[src/rtl/sram_lane_pkg.sv]
package sram_lane_pkg;

  typedef enum logic [2:0] {
    PH_IDLE   = 3'd0,
    PH_READ   = 3'd1,
    PH_TURN   = 3'd2,
    PH_WSETUP = 3'd3,
    PH_WPULSE = 3'd4,
    PH_WREC   = 3'd5
  } phase_t;

  function automatic int imax(input int a, input int b);
    return (a > b) ? a : b;
  endfunction

  // Wait states for a limit: round up, never below one cycle.
  function automatic int ns_to_cyc(input int t_ns, input int clk_ns);
    int c;
    c = (t_ns + clk_ns - 1) / clk_ns;
    return (c < 1) ? 1 : c;
  endfunction

  // The setup cycle already counts toward address/select-to-end-of-write.
  function automatic int wpulse_cyc(input int t_wp, input int t_dw, input int t_aw,
                                    input int t_cw, input int clk_ns);
    int lead;
    lead = imax(ns_to_cyc(t_aw, clk_ns), ns_to_cyc(t_cw, clk_ns)) - 1;
    return imax(imax(ns_to_cyc(t_wp, clk_ns), ns_to_cyc(t_dw, clk_ns)), imax(lead, 1));
  endfunction

  // Recovery fills the rest of the minimum write cycle.
  function automatic int wrec_cyc(input int t_wc, input int n_wp, input int clk_ns);
    return imax(1, ns_to_cyc(t_wc, clk_ns) - 1 - n_wp);
  endfunction

endpackage

[src/rtl/sram_phase_timer.sv]
module sram_phase_timer #(
  parameter int CNT_W = 3
) (
  input  logic             clk,
  input  logic             rst_n,
  input  logic             load,
  input  logic [CNT_W-1:0] load_val,
  output logic             expire
);
  logic [CNT_W-1:0] cnt;

  always_ff @(posedge clk) begin
    if (!rst_n)          cnt <= '0;
    else if (load)       cnt <= load_val;
    else if (cnt != '0)  cnt <= cnt - 1'b1;
  end

  // A phase loaded with N ends in its N-th cycle.
  assign expire = (cnt == CNT_W'(1));
endmodule

[src/rtl/sram_cycle_fsm.sv]
module sram_cycle_fsm
  import sram_lane_pkg::*;
#(
  parameter int CNT_W  = 3,
  parameter int N_RD   = 6,
  parameter int N_TURN = 2,
  parameter int N_WP   = 4,
  parameter int N_WR   = 1
) (
  input  logic             clk,
  input  logic             rst_n,
  input  logic             req_valid,
  input  logic             req_write,
  input  logic             phase_expire,
  output phase_t           phase,
  output logic             req_ready,
  output logic             accept,
  output logic             timer_load,
  output logic [CNT_W-1:0] timer_val,
  output logic             capture,
  output logic             rd_done
);
  phase_t nxt;

  assign req_ready = rst_n && (phase == PH_IDLE);
  assign accept    = req_valid && req_ready;

  always_comb begin
    nxt        = phase;
    timer_load = 1'b0;
    timer_val  = '0;
    capture    = 1'b0;
    rd_done    = 1'b0;
    case (phase)
      PH_IDLE: if (accept) begin
        nxt        = req_write ? PH_WSETUP : PH_READ;
        timer_load = 1'b1;
        timer_val  = req_write ? CNT_W'(1) : CNT_W'(N_RD);
      end
      PH_READ: if (phase_expire) begin
        nxt        = PH_TURN;
        timer_load = 1'b1;
        timer_val  = CNT_W'(N_TURN);
        capture    = 1'b1;
      end
      PH_TURN: if (phase_expire) begin
        nxt     = PH_IDLE;
        rd_done = 1'b1;
      end
      PH_WSETUP: if (phase_expire) begin
        nxt        = PH_WPULSE;
        timer_load = 1'b1;
        timer_val  = CNT_W'(N_WP);
      end
      PH_WPULSE: if (phase_expire) begin
        nxt        = PH_WREC;
        timer_load = 1'b1;
        timer_val  = CNT_W'(N_WR);
      end
      PH_WREC: if (phase_expire) nxt = PH_IDLE;
      default: nxt = PH_IDLE;
    endcase
  end

  always_ff @(posedge clk) begin
    if (!rst_n) phase <= PH_IDLE;
    else        phase <= nxt;
  end

  AST_ACCEPT_DROPS_READY: assert property (@(posedge clk) disable iff (!rst_n)
    accept |=> !req_ready);
  AST_TURN_ENDS_IDLE: assert property (@(posedge clk) disable iff (!rst_n)
    (phase == PH_TURN) |=> (phase == PH_TURN) || (phase == PH_IDLE));
  AST_READ_PRECEDES_TURN: assert property (@(posedge clk) disable iff (!rst_n)
    (phase == PH_TURN) |-> ($past(phase) == PH_READ) || ($past(phase) == PH_TURN));
endmodule

[src/rtl/sram_rd_capture.sv]
module sram_rd_capture #(
  parameter int LANES = 2
) (
  input  logic               clk,
  input  logic               rst_n,
  input  logic               capture,
  input  logic [LANES-1:0]   lane_en,
  input  logic [8*LANES-1:0] dq_in,
  output logic [8*LANES-1:0] data
);
  for (genvar g = 0; g < LANES; g++) begin : g_lane
    always_ff @(posedge clk) begin
      if (!rst_n)
        data[8*g +: 8] <= '0;
      else if (capture)
        data[8*g +: 8] <= lane_en[g] ? dq_in[8*g +: 8] : 8'h00;
    end
  end
endmodule

[src/rtl/sram_lane_ctrl.sv]
module sram_lane_ctrl
  import sram_lane_pkg::*;
#(
  parameter int ADDR_W      = 18,
  parameter int CLK_NS      = 20,
  parameter int T_RC_NS     = 120,
  parameter int T_AA_NS     = 120,
  parameter int T_OE_NS     = 60,
  parameter int T_FLOAT_NS  = 35,
  parameter int T_WC_NS     = 120,
  parameter int T_WP_NS     = 80,
  parameter int T_AW_NS     = 100,
  parameter int T_CW_NS     = 100,
  parameter int T_DW_NS     = 50
) (
  input  logic              clk,
  input  logic              rst_n,
  input  logic              req_valid,
  output logic              req_ready,
  input  logic              req_write,
  input  logic [ADDR_W-1:0] req_addr,
  input  logic [15:0]       req_wdata,
  input  logic [1:0]        req_be,
  output logic              rd_valid,
  output logic [15:0]       rd_data,
  output logic [ADDR_W-1:0] mem_addr,
  output logic              mem_cs_n,
  output logic              mem_oe_n,
  output logic              mem_we_n,
  output logic              mem_ub_n,
  output logic              mem_lb_n,
  output logic [15:0]       mem_dq_out,
  output logic              mem_dq_oe,
  input  logic [15:0]       mem_dq_in
);
  localparam int LANES  = 2;
  localparam int N_RD   = imax(imax(ns_to_cyc(T_RC_NS, CLK_NS), ns_to_cyc(T_AA_NS, CLK_NS)),
                               ns_to_cyc(T_OE_NS, CLK_NS));
  localparam int N_TURN = ns_to_cyc(T_FLOAT_NS, CLK_NS);
  localparam int N_WP   = wpulse_cyc(T_WP_NS, T_DW_NS, T_AW_NS, T_CW_NS, CLK_NS);
  localparam int N_WR   = wrec_cyc(T_WC_NS, N_WP, CLK_NS);
  localparam int N_MAX  = imax(imax(N_RD, N_TURN), imax(N_WP, N_WR));
  localparam int CNT_W  = $clog2(N_MAX + 1);

  phase_t             phase;
  logic               accept, timer_load, phase_expire, capture, rd_done;
  logic [CNT_W-1:0]   timer_val;
  logic [ADDR_W-1:0]  addr_q;
  logic [15:0]        wdata_q;
  logic [LANES-1:0]   be_q;
  logic               rd_valid_q;

  // Named phase events used by the control decode and the assertions.
  logic in_read, in_write, ext_active;
  assign in_read    = (phase == PH_READ);
  assign in_write   = (phase == PH_WSETUP) || (phase == PH_WPULSE) || (phase == PH_WREC);
  assign ext_active = in_read || in_write;

  sram_cycle_fsm #(
    .CNT_W(CNT_W), .N_RD(N_RD), .N_TURN(N_TURN), .N_WP(N_WP), .N_WR(N_WR)
  ) u_fsm (
    .clk(clk), .rst_n(rst_n), .req_valid(req_valid), .req_write(req_write),
    .phase_expire(phase_expire), .phase(phase), .req_ready(req_ready),
    .accept(accept), .timer_load(timer_load), .timer_val(timer_val),
    .capture(capture), .rd_done(rd_done)
  );

  sram_phase_timer #(.CNT_W(CNT_W)) u_timer (
    .clk(clk), .rst_n(rst_n), .load(timer_load), .load_val(timer_val),
    .expire(phase_expire)
  );

  sram_rd_capture #(.LANES(LANES)) u_cap (
    .clk(clk), .rst_n(rst_n), .capture(capture), .lane_en(be_q),
    .dq_in(mem_dq_in), .data(rd_data)
  );

  // Request fields are frozen at acceptance for the whole external cycle.
  always_ff @(posedge clk) begin
    if (!rst_n) begin
      addr_q     <= '0;
      wdata_q    <= '0;
      be_q       <= '0;
      rd_valid_q <= 1'b0;
    end else begin
      rd_valid_q <= rd_done;
      if (accept) begin
        addr_q  <= req_addr;
        wdata_q <= req_wdata;
        be_q    <= req_be;
      end
    end
  end

  assign rd_valid   = rd_valid_q;
  assign mem_addr   = addr_q;
  assign mem_dq_out = wdata_q;
  assign mem_cs_n   = !ext_active;
  assign mem_oe_n   = !in_read;
  assign mem_we_n   = (phase != PH_WPULSE);
  assign mem_lb_n   = !(ext_active && be_q[0]);
  assign mem_ub_n   = !(ext_active && be_q[1]);
  assign mem_dq_oe  = in_write;

  AST_NO_BUS_FIGHT: assert property (@(posedge clk) disable iff (!rst_n)
    mem_dq_oe |-> mem_oe_n);
  AST_WE_INSIDE_CS: assert property (@(posedge clk) disable iff (!rst_n)
    !mem_we_n |-> !mem_cs_n && mem_oe_n);
  AST_WE_FIRST_OFF: assert property (@(posedge clk) disable iff (!rst_n)
    $rose(mem_cs_n) |-> $past(mem_we_n));
  AST_ADDR_HELD: assert property (@(posedge clk) disable iff (!rst_n)
    (!mem_cs_n && $past(!mem_cs_n)) |-> $stable(mem_addr) && $stable(mem_dq_out));
  AST_STROBES_OFF_IDLE: assert property (@(posedge clk) disable iff (!rst_n)
    mem_cs_n |-> mem_ub_n && mem_lb_n);
  AST_RDV_SINGLE: assert property (@(posedge clk) disable iff (!rst_n)
    rd_valid |=> !rd_valid);
  AST_RDV_WHEN_READY: assert property (@(posedge clk) disable iff (!rst_n)
    rd_valid |-> req_ready && mem_cs_n);
  AST_TURN_QUIET: assert property (@(posedge clk) disable iff (!rst_n)
    $rose(mem_oe_n) |-> !mem_dq_oe && !req_ready);
endmodule

[config.mk]
export PLATFORM = sky130hd
export DESIGN_NAME = sram_lane_ctrl
export DESIGN_NICKNAME = d
export VERILOG_FILES = /design/src/rtl/sram_lane_pkg.sv /design/src/rtl/sram_phase_timer.sv /design/src/rtl/sram_cycle_fsm.sv /design/src/rtl/sram_rd_capture.sv /design/src/rtl/sram_lane_ctrl.sv
export SDC_FILE = /design/constraint.sdc
export NUM_CORES = 1
export LEC_CHECK = 0
export BUFFER_PORTS_ARGS = -buffer_cell sky130_fd_sc_hd__buf_2
export CAP_MARGIN = 20
export CORE_MARGIN = 8
export CORE_UTILIZATION = 46
export DETAILED_ROUTE_END_ITERATION = 10
export PLACE_DENSITY = 0.87
export SYNTH_ARGS = -nofsm -noshare
export SYNTH_HDL_FRONTEND = slang
export SYNTH_SLANG_ARGS = --single-unit
export TNS_END_PERCENT = 20
[constraint.sdc]
create_clock -name clk -period 2.12 [get_ports clk]
set_input_delay 0.318 -clock clk [delete_from_list [all_inputs] [get_ports clk]]
set_output_delay 0.318 -clock clk [all_outputs]
set_load 0.005 [all_outputs]
# After elaboration in Yosys (flattened, before gate mapping)
# Index checks and enable logic that the tools add are counted.
[classes]
addsub = 1
eq_ne = 12
muxes = 21
reduce_logical = 18
[op_table]
columns = ["operator", "count"]
rows = [
  ["$mux W3", 10],
  ["$mux W8", 2],
  ["$pmux W3 S5", 1],
  ["$pmux W3 S4", 1],
  ["$ne A2 B2 Y1 const B", 4],
  ["$eq A3 B1 Y1 const B", 2],
  ["$eq A3 B2 Y1 const B", 2],
  ["$eq A3 B3 Y1 const B", 2],
  ["$reduce_and A5 Y1", 1],
  ["$logic_and A1 B1 Y1", 4],
  ["$logic_not A1 Y1", 4],
  ["$mux W1", 4],
  ["$mux W2", 2],
  ["$logic_not A3 Y1", 1],
  ["$logic_or A1 B1 Y1", 3],
  ["$ne A3 B3 Y1 const B", 1],
  ["$reduce_bool A3 Y1", 1],
  ["$reduce_or A3 Y1", 1],
  ["$sub A3 B1 Y3 const B", 1],
  ["$ne A2 B1 Y1 const B", 1],
  ["$pmux W1 S2", 1],
  ["$reduce_and A2 Y1", 1],
  ["$reduce_bool A2 Y1", 1],
  ["$reduce_or A2 Y1", 1],
]
[totals]
ff_bits = 59
in_bits = 56
output_inout_bits = 58
wordCells = 60

# Logic depth before layout (Yosys ltp)
# Gate-level depths: netlist of run 1.
[logic_depth]
ltp_word = 6
mapped_depth = 8
depth_no_buf = 6

# Modules after synthesis
# Synthesis of run 1 repeated with hierarchy kept, for this count alone.
[hier_totals]
cells_unflattened = 253
area_unflattened_um2 = 2662.6
[modules_own_cells]
columns = ["module", "n_inst", "cells_per_inst", "area_each_um2", "seq_area_each_um2"]
rows = [
  ["sram_lane_ctrl", 1, 125, 1461.4, 740.7],
  ["sram_rd_capture", 1, 72, 686.9, 320.3],
  ["sram_cycle_fsm", 1, 33, 294.0, 60.1],
  ["sram_phase_timer", 1, 23, 220.2, 60.1],
]

# Worst setup path before layout of run 1
# No wires, ideal clock.
[synth_timing]
kind = "register to register"
from = "reg u_fsm.phase[0]"
to = "reg u_timer.cnt[2]"
setup_ns = 0.122
arrival_time_ns = 1.607
required_time_ns = 1.998
slack_ns = 0.392
path_stages_with_launch = 7
n_path_buf = 2
period_less_slack_ns = 1.728
cell_sequence = "dfxtp_1 > buf_6 > or3b_4 > buf_6 > a21o_1 > and3_1 > o311a_1"
[synth_between]
elab_chain_cells = 6
elab_cells_between_ends = 13
cone_classes = "eq/ne (3); mux (5); reduce/logical (5)"
[synth_rtl]
columns = ["element", "line_no", "text"]
rows = [
  ["start: declaration", "sram_cycle_fsm.sv:15", "output phase_t phase,"],
  ["start signal: assignment", "sram_cycle_fsm.sv:67", "else phase <= nxt;"],
  ["$logic_not A3 Y1", "sram_cycle_fsm.sv:25, sram_cycle_fsm.sv:34", ""],
  ["$logic_and A1 B1 Y1", "sram_cycle_fsm.sv:25", "assign req_ready = rst_n && (phase == PH_IDLE);"],
  ["$logic_and A1 B1 Y1", "sram_cycle_fsm.sv:26", "assign accept = req_valid && req_ready;"],
  ["$mux W3 or $mux W1 (tied branches)", "sram_cycle_fsm.sv:35", "PH_IDLE: if (accept) begin"],
  ["$pmux W3 S4 or $pmux W1 S2 (tied branches)", "sram_cycle_fsm.sv:34", "case (phase)"],
  ["$mux W3 or $reduce_bool A2 Y1 (tied branches)", "--", ""],
  ["end signal: assignment", "sram_phase_timer.sv:14", "else if (load) cnt <= load_val;"],
  ["end signal: assignment", "sram_phase_timer.sv:15", "else if (cnt != '0) cnt <= cnt - 1'b1;"],
  ["end: declaration", "sram_phase_timer.sv:10", "logic [CNT_W-1:0] cnt;"],
]
# Several ways; a longest one is shown, not always the timed one.
# A chain may end at the register's enable or synchronous reset.

# Worst setup path after layout of run 1
[layout_timing]
from = "reg u_fsm.phase[1]"
to = "reg u_timer.cnt[2]"
# Same word-level chain as after synthesis.

==> results of run 1 <==
[routing by layer]
metal  GRT usage, %  wire length [um]
met4           8.60               116
met2           30.4              3380
met3           5.20               494
met1           15.3              2470
met5              0                 0
[layout make-up]
class | count | area [um2]
clock buffer | 11 | 131
clock inverter | 5 | 30.0
fill | 452 | 1950
inverter | 4 | 15.0
multi-input combinational | 208 | 1070
sequential | 59 | 1180
tap | 70 | 87.6
timing repair buffer | 119 | 611
[synth_stat cells (all sizes together)]
| cell | count |
|---|---|
| nand2 | 96 |
| dfxtp | 59 |
| nand3 | 53 |
| a21boi | 16 |
| buf | 13 |
| clkbuf | 9 |
| nor2 | 5 |
| a21oi | 4 |
| inv | 4 |
| nand2b | 4 |
| ha | 3 |
| nor3 | 3 |
| a211oi | 2 |
| nand3b | 2 |
| nor2b | 2 |
| o21a | 2 |
| o311a | 2 |
| or2 | 2 |
| or3b | 2 |
| a211o | 1 |
| a21o | 1 |
| a31oi | 1 |
| and3 | 1 |
| nor3b | 1 |
| o32ai | 1 |
| or2b | 1 |
| or3 | 1 |
| xnor2 | 1 |
| xor2 | 1 |
[flip-flops by register name (all words and copies together) (netlist names)]
name	count
mem_addr	18
mem_dq_out	16
u_cap.data	16
u_fsm.phase	3
u_timer.cnt	3
be_q	2
rd_valid	1
[worst max-delay path, cell delays in order, from the launching register on]
cell and delay (ns):
dfxtp_1 0.40, or3b_1 0.45, or2_1 0.27, and3_1 0.16, o311a_1 0.32
[placed cells by master (no fill, tap or decap), types with 2 or more instances in the layout]
| cell type | n |
|---|---|
| nor2_1 | 4 |
| nor3_1 | 2 |
| a21oi_1 | 4 |
| clkbuf_1 | 2 |
| nor2b_1 | 2 |
| inv_1 | 4 |
| nand2_1 | 96 |
| a21boi_0 | 16 |
| buf_2 | 113 |
| buf_4 | 6 |
| ha_1 | 3 |
| nand3_1 | 53 |
| a211oi_1 | 2 |
| nand2b_1 | 3 |
| o311a_1 | 2 |
| nand3b_1 | 2 |
| dfxtp_1 | 59 |
| o21a_1 | 2 |
| clkinvlp_4 | 2 |
| clkinv_2 | 3 |
| clkbuf_8 | 9 |
[kinds of logic (layout without fill, tap and decap cells)]
| logic type | count (synthesis) | count (layout) |
|---|---|---|
| simple gates | 173 | 173 |
| flops | 59 | 59 |
| compound gates | 30 | 30 |
| buf+inv | 26 | 139 |
| fa+ha+maj | 3 | 3 |
| xor+xnor | 2 | 2 |
[power by group through the flow]
| stage | clock network [mW] | registers [mW] | logic [mW] |
|---|---|---|---|
| final | 0.839 | 1.34 | 0.751 |
| after global routing | 0.916 | 1.36 | 0.839 |
| after CTS | 0.863 | 1.34 | 0.765 |
| after detailed placement | 0 | 1.36 | 0.753 |
| after global placement | 0 | 1.36 | 0.735 |
| after floorplan | 0 | 1.35 | 0.501 |
[how the worst max path moves through the flow]
stage	endpoint	cells past startpoint	slack (ns)
after detailed placement	u_cap.data[13]$_SDFFE_PN0N_	6	0.42
after CTS	u_timer.cnt[1]$_SDFFE_PN0P_	5	0.40
final	u_timer.cnt[2]$_SDFFE_PN0P_	4	0.40
after floorplan	u_timer.cnt[2]$_SDFFE_PN0P_	6	0.39
after global placement	u_timer.cnt[2]$_SDFFE_PN0P_	4	0.46
after global routing	u_cap.data[6]$_SDFFE_PN0N_	6	0.26
==> out/metrics.cfg, run 1 <==
[outcome]
status=finished clean

[run]
drv_cap=0

[pwr]
peakVddDrop_v=0.000504
combPwrFrac_pct=25.6
p_int_mw=2.01
p_total_mw=2.93
swShare_pct=31.5
p_leak_nw=1.60
share_seq_of_total_power_pct=45.7
switching_power_mw=0.923
clock_power_share_pct=28.6
power_density_mw_per_mm2=938

[routing]
vias=2356
drt_pass1_iterations=5
drc_errors=0
ant_nets=0
wl_per_cell_um=13.6
viasPerCell=4.95
routed_wl_um=6460
drtIter0Drc=82

[synthesis]
synth_area_mm2=0.00240
ys_ff_latch=59
synth-compound-area-share_pct=9.27
yosys_warnings=0
synth_xor_area_share_pct=0.729
ys_seq_area_share_pct=49.1
synthAdderAreaFrac_pct=1.56
synth.distinct_cells=36
syn-num-nets=352
synth_area_leaders=dfxtp_1 (49%), nand2_1 (15%), nand3_1 (11%)
synth_top_family_by_area=simple AND/OR/NAND/NOR gates
synth_top_area_share_pct=49.1
muxShareOfSynthArea_pct=0
yosysTopAreaCell=dfxtp_1
yosys.area_share.simple_pct=32.7
avgSynthCellArea_um2=8.20
synth_cells=293

[worst_setup_path]
arrival_ns=1.93
cp.required_ns=2.33
critical_path.startpoint=u_fsm.phase[1]$_SDFFE_PN0P_
reg2reg_from=u_fsm.phase[1]$_SDFFE_PN0P_
ff2ff_path_depth=4
start_kind=flop
r2r_slack_ns=0.40
cp_max_fo=11
setup.worst_path.class=reg2reg
r2r_end=u_timer.cnt[2]$_SDFFE_PN0P_
crit_path_end_kind=flop

[worst_hold_path]
hold_path_startpoint=req_addr[14]
min_to=mem_addr[14]$_SDFFE_PN0N_
hold_class=in2reg
holdPathStages=3

[finish]
fin_nets=460
insertedDiodeCount=0
drive_gt1_share_pct=34.5
final_cells=476
syn_to_final_growth_pct=29.9
fin_util_pct=61.5
final_cell_area_mm2=0.00312

[die]
ios=114
die_x_um=88.3
start_util_pct=47.4
fp.dieH_um=88.3
rows=26
core_area_mm2=0.00507
die_area_mm2=0.00779

[grt]
first_global_vias=2252
grt_pass1_wl_um=9950
overflow=0
grt_max_degree=58
antenna_found_initial=0
grtUsageTotal_pct=16.2

[timing]
setup_viol=0
fin_skew_ns=0.00575
period_share_pct=81.2
rsz0062_at_grt=no
fmax_mhz=581
worst_hold_slack_ns=0.171
slew_headroom_pct=64.0
post-route-worst-setup-slack_ns=0.399
fin_crit_ns=1.72
hold_viol=0
tightest_slew_ns=0.541
finalSetupTns_ns=0
slew_viol_final=0

[place]
place.gp.congestion=0.795
dp_slack_ns=0.421
port_buffers=113
dp_hpwl_um=4700
post_dp_cell_area_mm2=0.00296
dp.cells=460

[clock_tree]
hold_buffers=0
cts-htree-levels=3
cts_root_buffer=clkbuf_8
clk_latency_ns=0.33
cts_buffer_depth=2
clkSlewWorstSetupHoldPaths_ns=0.07
cts_tree=built
numCtsBuffers=9
cts.sinks=59
cts_resized=0
cts_post_setup_buffers_inserted=0

Power figures use the tool's default switching activity.
==> inputs of run 2 (changes only) <==
--- a/config.mk
+++ b/config.mk
@@ -5,12 +5,13 @@
 export SDC_FILE = /design/constraint.sdc
 export NUM_CORES = 1
 export LEC_CHECK = 0
+export ABC_AREA = 1
 export BUFFER_PORTS_ARGS = -buffer_cell sky130_fd_sc_hd__buf_2
 export CAP_MARGIN = 20
 export CORE_MARGIN = 8
-export CORE_UTILIZATION = 46
+export CORE_UTILIZATION = 45
 export DETAILED_ROUTE_END_ITERATION = 10
-export PLACE_DENSITY = 0.87
+export PLACE_DENSITY = 0.86
 export SYNTH_ARGS = -nofsm -noshare
 export SYNTH_HDL_FRONTEND = slang
 export SYNTH_SLANG_ARGS = --single-unit
==> constraint.sdc (replaced) <==
create_clock -name clk -period 1.7 [get_ports clk]
set_input_delay 0.255 -clock clk [delete_from_list [all_inputs] [get_ports clk]]
set_output_delay 0.255 -clock clk [all_outputs]
set_load 0.005 [all_outputs]
==> run 2 against run 1 <==
Sequential power rose by 39%. Synthesized cell count rose by 3.8%. Design area is 1.2% higher. Clock-buffer cell count up 1. Critical endpoint is now mem_dq_oe.
==> out/metrics.cfg, run 2 <==
[worst_setup_path]
cp.required_ns=1.44
ff2ff_path_depth=8
start_kind=flop
crit_path_end_kind=output pin
setup.worst_path.class=reg2out
r2r_end=u_fsm.phase[0]$_SDFFE_PN0P_
cp_max_fo=7
reg2reg_from=u_timer.cnt[1]$_SDFFE_PN0P_
r2r_slack_ns=0.21
arrival_ns=1.33

[pwr]
clock_power_share_pct=30.1
peakVddDrop_v=0.000923
share_seq_of_total_power_pct=40.3
combPwrFrac_pct=29.7
switching_power_mw=1.54
swShare_pct=33.4
p_int_mw=3.08
power_density_mw_per_mm2=1460
p_leak_nw=1.69

[routing]
drc_errors=0
ant_nets=0
drtIter0Drc=113
routed_wl_um=6330
wl_per_cell_um=12.9
viasPerCell=4.81
drt_pass1_iterations=4
vias=2363

[synthesis]
synth.distinct_cells=26
ys_ff_latch=59
muxShareOfSynthArea_pct=0
ys_seq_area_share_pct=50.6
synth-edff-count=0
synth.most_common_cell=nand2_1
synth_area_leaders=dfxtp_1 (51%), nand2_1 (18%), nand3_1 (12%)
yosys.area_share.simple_pct=34.8
synth_xor_area_share_pct=0.376
synth-compound-area-share_pct=5.95
synthFlopType=dfxtp_1
synth_cells=304
synthTopCellsByCount=nand2_1 (109), dfxtp_1 (59), nand3_1 (57)
synth_top_family_by_area=simple AND/OR/NAND/NOR gates
synth_area_mm2=0.00233
yosysTopAreaCell=dfxtp_1
synthAdderAreaFrac_pct=1.61
avgSynthCellArea_um2=7.67
yosys_warnings=0
syn-num-nets=363
synth_top_area_share_pct=50.6
synth-async-reset-ratio_pct=0

[place]
dp_hpwl_um=4720
dp.cells=474
port_buffers=113
place.gp.congestion=0.831

[clock_tree]
cts-htree-levels=3
cts_root_buffer=clkbuf_8
cts_buffer_depth=2
clkSlewWorstSetupHoldPaths_ns=0.07
cts_post_setup_buffers_inserted=0
cts_tree=built
clk_latency_ns=0.32
numCtsBuffers=9
cts.sinks=59

[finish]
final_cells=491
final_common_cell=buf_2
final_cell_mix=buf_2 (113), nand2_1 (109), dfxtp_1 (59), nand3_1 (57), a21oi_1 (20)
largest_reg_flops=18
syn_to_final_growth_pct=35.5
drive_gt1_share_pct=33.6
fin_nets=474

[outcome]
status=finished clean

[timing]
rsz0062_at_grt=no
finalSetupTns_ns=0
period_share_pct=93.0
slew_headroom_pct=70.8
setup_viol=0
slew_viol_final=0
fin_skew_ns=0.0106
fin_crit_ns=1.58
fmax_mhz=632
hold_viol=0
tightest_slew_ns=0.436

[grt]
met2_usage_pct=26.9
first_global_vias=2265
grt_pass1_wl_um=10000
grt_max_degree=41
grt.busiest_layer=met2
use_met3_pct=10.0
overflow=0
use_met1_pct=16.8
grtUsageTotal_pct=16.6
antenna_found_initial=0

[die]
fp.dieH_um=88.0
core_area_mm2=0.00504
ios=114
die_area_mm2=0.00774
start_util_pct=46.3
die_x_um=88.0
rows=26

[run]
drv_cap=0

[worst_hold_path]
hold_path_startpoint=req_wdata[9]
holdPathStages=3
min_to=mem_dq_out[9]$_SDFFE_PN0N_
hold_class=in2reg

[run 2: worst max path at each step]
stage | from | to | slack, ns
after global placement | u_timer.cnt[1]$_SDFFE_PN0P_ | u_fsm.phase[0]$_SDFFE_PN0P_ | 0.24
after detailed placement | u_timer.cnt[1]$_SDFFE_PN0P_ | u_fsm.phase[0]$_SDFFE_PN0P_ | 0.17
after floorplan | u_timer.cnt[1]$_SDFFE_PN0P_ | u_fsm.phase[0]$_SDFFE_PN0P_ | 0.31
final | u_fsm.phase[2]$_SDFFE_PN0P_ | mem_dq_oe | 0.12
after CTS | u_fsm.phase[2]$_SDFFE_PN0P_ | mem_dq_oe | 0.11
after global routing | u_fsm.phase[2]$_SDFFE_PN0P_ | mem_dq_oe | 0.03
[run 2: area by class of cell]
class	count	area, um2
Multi-Input combinational cell	212	997
Tap cell	70	87.6
Fill cell	448	1880
Inverter	16	65.1
Clock buffer	12	145
Sequential cell	59	1180
Timing Repair Buffer	117	608
Antenna cell	1	2.50
Clock inverter	4	73.8
[run 2: logic make-up (layout without fill, tap and decap cells)]
family,count (synthesis),in the layout
other,0,1
xor gates and xnor gates,1,1
adders and majority gates,3,3
DFF,59,59
buffers and inverters,33,149
AOI/OAI and AO/OA,27,27
and+or+nand+nor,181,181
[run 2: metal layers]
metal  vias to the layer above  part of all wire [%]
li1                       1209                     -
met1                      1050                    42
met2                        99                    43
met3                         5                    14
met4                         0                  0.98
met5                         -                     0
[run 2: stage by stage]
stage	cell area (um2)	hold slack (ns)	setup slack [ns]	power, mW	util [%]
2_1_floorplan	2330	0.366	0.315	2.72	-
3_3_place_gp	2940	0.449	0.237	3.21	58.3
3_5_place_dp	2940	0.452	0.167	3.27	58.3
4_1_cts	3160	0.108	0.112	4.67	62.6
5_1_grt	3160	0.109	0.0308	4.94	62.6
6_report	3160	0.126	0.118	4.62	62.7
[run 2: what timing repair did]
| action | in CTS | in global routing |
|---|---|---|
| setup endpoints to repair | 0 | 1 |
| resized for setup | 0 | 1 |
| hold buffers | 0 | 0 |
[run 2: critical path, cell delays in order, from the launching register on]
cell and delay, ns:
dfxtp_1 0.45, inv_2 0.11, nand2_2 0.10, inv_2 0.05, nand2_1 0.11, nand2_1 0.06
buf_2 0.13
[run 2: power by group through the flow]
stage                     registers, mW  clock network, mW  logic [mW]
after floorplan                    1.86                  0       0.858
after global placement             1.87                  0        1.34
after detailed placement           1.88                  0        1.39
after CTS                          1.86               1.42        1.39
after global routing               1.89               1.49        1.56
final                              1.86               1.39        1.37
==> inputs of run 3 (changes only) <==
--- a/config.mk
+++ b/config.mk
@@ -6,12 +6,13 @@
 export NUM_CORES = 1
 export LEC_CHECK = 0
 export ABC_AREA = 1
-export BUFFER_PORTS_ARGS = -buffer_cell sky130_fd_sc_hd__buf_2
 export CAP_MARGIN = 20
 export CORE_MARGIN = 8
-export CORE_UTILIZATION = 45
+export CORE_UTILIZATION = 55
 export DETAILED_ROUTE_END_ITERATION = 10
-export PLACE_DENSITY = 0.86
+export DONT_BUFFER_PORTS = 1
+export PLACE_DENSITY = 0.78
+export SLEW_MARGIN = 20
 export SYNTH_ARGS = -nofsm -noshare
 export SYNTH_HDL_FRONTEND = slang
 export SYNTH_SLANG_ARGS = --single-unit
==> run 3 against run 2 <==
Die area is 15% lower. Sequential cell count is the same. Sequential power up 4%. First-iteration DRC count down 34%. Critical path type unchanged. Highest routed layer unchanged.
==> out/metrics.cfg, run 3 (same netlist as run 2, synthesis figures left out) <==
[outcome]
status=finished clean

[worst_setup_path]
start_kind=flop
crit_path_end_kind=output pin
arrival_ns=1.26
cp_num_cells=5
crit_buf_inv=2
setup.worst_path.class=reg2out
cp_max_fo=7
crit_family=flip-flops
cp.required_ns=1.44
ff2ff_path_depth=9
crit_chain=inv_2, nand2_2, inv_2, nand2_1, nand2_1
max_stage_delay_ns=0.46
cp_slowest_cell=dfxtp_1

[routing]
vias=1934
wl_per_cell_um=15.6
viasPerCell=5.42
drtIter0Drc=75
drc_errors=0
ant_nets=0
routed_wl_um=5570
drt_pass1_iterations=4

[timing]
hold_viol=0
fin_skew_ns=0.00500
rsz0062_at_grt=no
setup_viol=0
fin_crit_ns=1.51
finalSetupTns_ns=0
slew_headroom_pct=69.5
period_share_pct=88.9
slew_viol_final=0
fmax_mhz=662
tightest_slew_ns=0.455
post-route-worst-setup-slack_ns=0.190

[grt]
grtUsageTotal_pct=16.8
first_global_vias=1912
antenna_found_initial=0
overflow=0
grt_pass1_wl_um=8800
grt_max_degree=46

[clock_tree]
numCtsBuffers=9
hold_buffers=0
cts_root_buffer=clkbuf_8
clkSlewWorstSetupHoldPaths_ns=0.07
cts.sinks=59
cts_tree=built
cts_buffer_depth=2
clk_latency_ns=0.31
cts_post_setup_buffers_inserted=0
cts-htree-levels=3

[die]
ios=114
die_x_um=81.1
start_util_pct=57.9
rows=23
die_area_mm2=0.00658
core_area_mm2=0.00403
fp.dieH_um=81.1

[finish]
final_cell_mix=nand2_1 (108), dfxtp_1 (59), nand3_1 (57), a21oi_1 (20)
insertedDiodeCount=0
fin_nets=361
syn_to_final_growth_pct=9.44
final_cell_area_mm2=0.00255
final_common_cell=nand2_1
largest_reg_flops=18
drive_gt1_share_pct=9.77

[pwr]
p_leak_nw=1.17
power_density_mw_per_mm2=1650
peakVddDrop_v=0.000819

[place]
port_buffers=0
dp_slack_ns=0.195
place.gp.congestion=0.836
post_dp_cell_area_mm2=0.00234
dp_hpwl_um=4040

[worst_hold_path]
hold_class=in2reg
holdPathStages=2

[run]
drv_cap=0

[run 3: repair_timing]
action                     CTS  global route
hold endpoints to repair     0             0
gates resized for setup      0             1
setup endpoints to repair    0             1
[run 3: per-stage QoR]
stage | cells | power [mW] | hold slack [ns] | utilization (%)
3_5_place_dp | 341 | 2.94 | 0.371 | 58.0
6_report | 357 | 4.22 | 0.0481 | 63.4
5_1_grt | 357 | 4.54 | 0.0318 | 63.4
3_3_place_gp | 341 | 2.90 | 0.367 | 58.0
4_1_cts | 357 | 4.26 | 0.0328 | 63.3
2_1_floorplan | 304 | 2.72 | 0.366 | -
[run 3: routing by layer]
layer / wire, um / vias up / track usage (%)
met5: 0 / - / 0
met4: 42 / 0 / 7.32
met3: 756 / 4 / 9.71
met2: 2530 / 83 / 25.1
met1: 2240 / 871 / 19.1
li1: - / 976 / -
[run 3: layout make-up]
class / count / area, um2
clock buffers: 13 / 169
clock inverters: 3 / 45.0
well taps: 50 / 62.6
inverters: 16 / 65.1
flip-flops and latches: 59 / 1180
multi-input cells: 212 / 1000
fillers: 378 / 1480
repair buffers: 4 / 30.0
[run 3: path summary, 6_finish.rpt]
path,from,endpoint,slack (ns)
hold / removal,req_wdata[9],mem_dq_out[9]$_SDFFE_PN0N_,0.05
setup / recovery,u_fsm.phase[2]$_SDFFE_PN0P_,mem_dq_oe,0.19
setup reg to reg,u_fsm.phase[2]$_SDFFE_PN0P_,u_timer.cnt[1]$_SDFFE_PN0P_,0.26
hold reg to reg,u_cap.data[5]$_SDFFE_PN0N_,u_cap.data[5]$_SDFFE_PN0N_,0.49
[run 3: report_power, final]
group          switching, mW  internal (mW)  leakage (nW)
Sequential             0.267           1.66         0.483
Clock                  0.510          0.798         0.102
Combinational          0.651          0.327         0.589
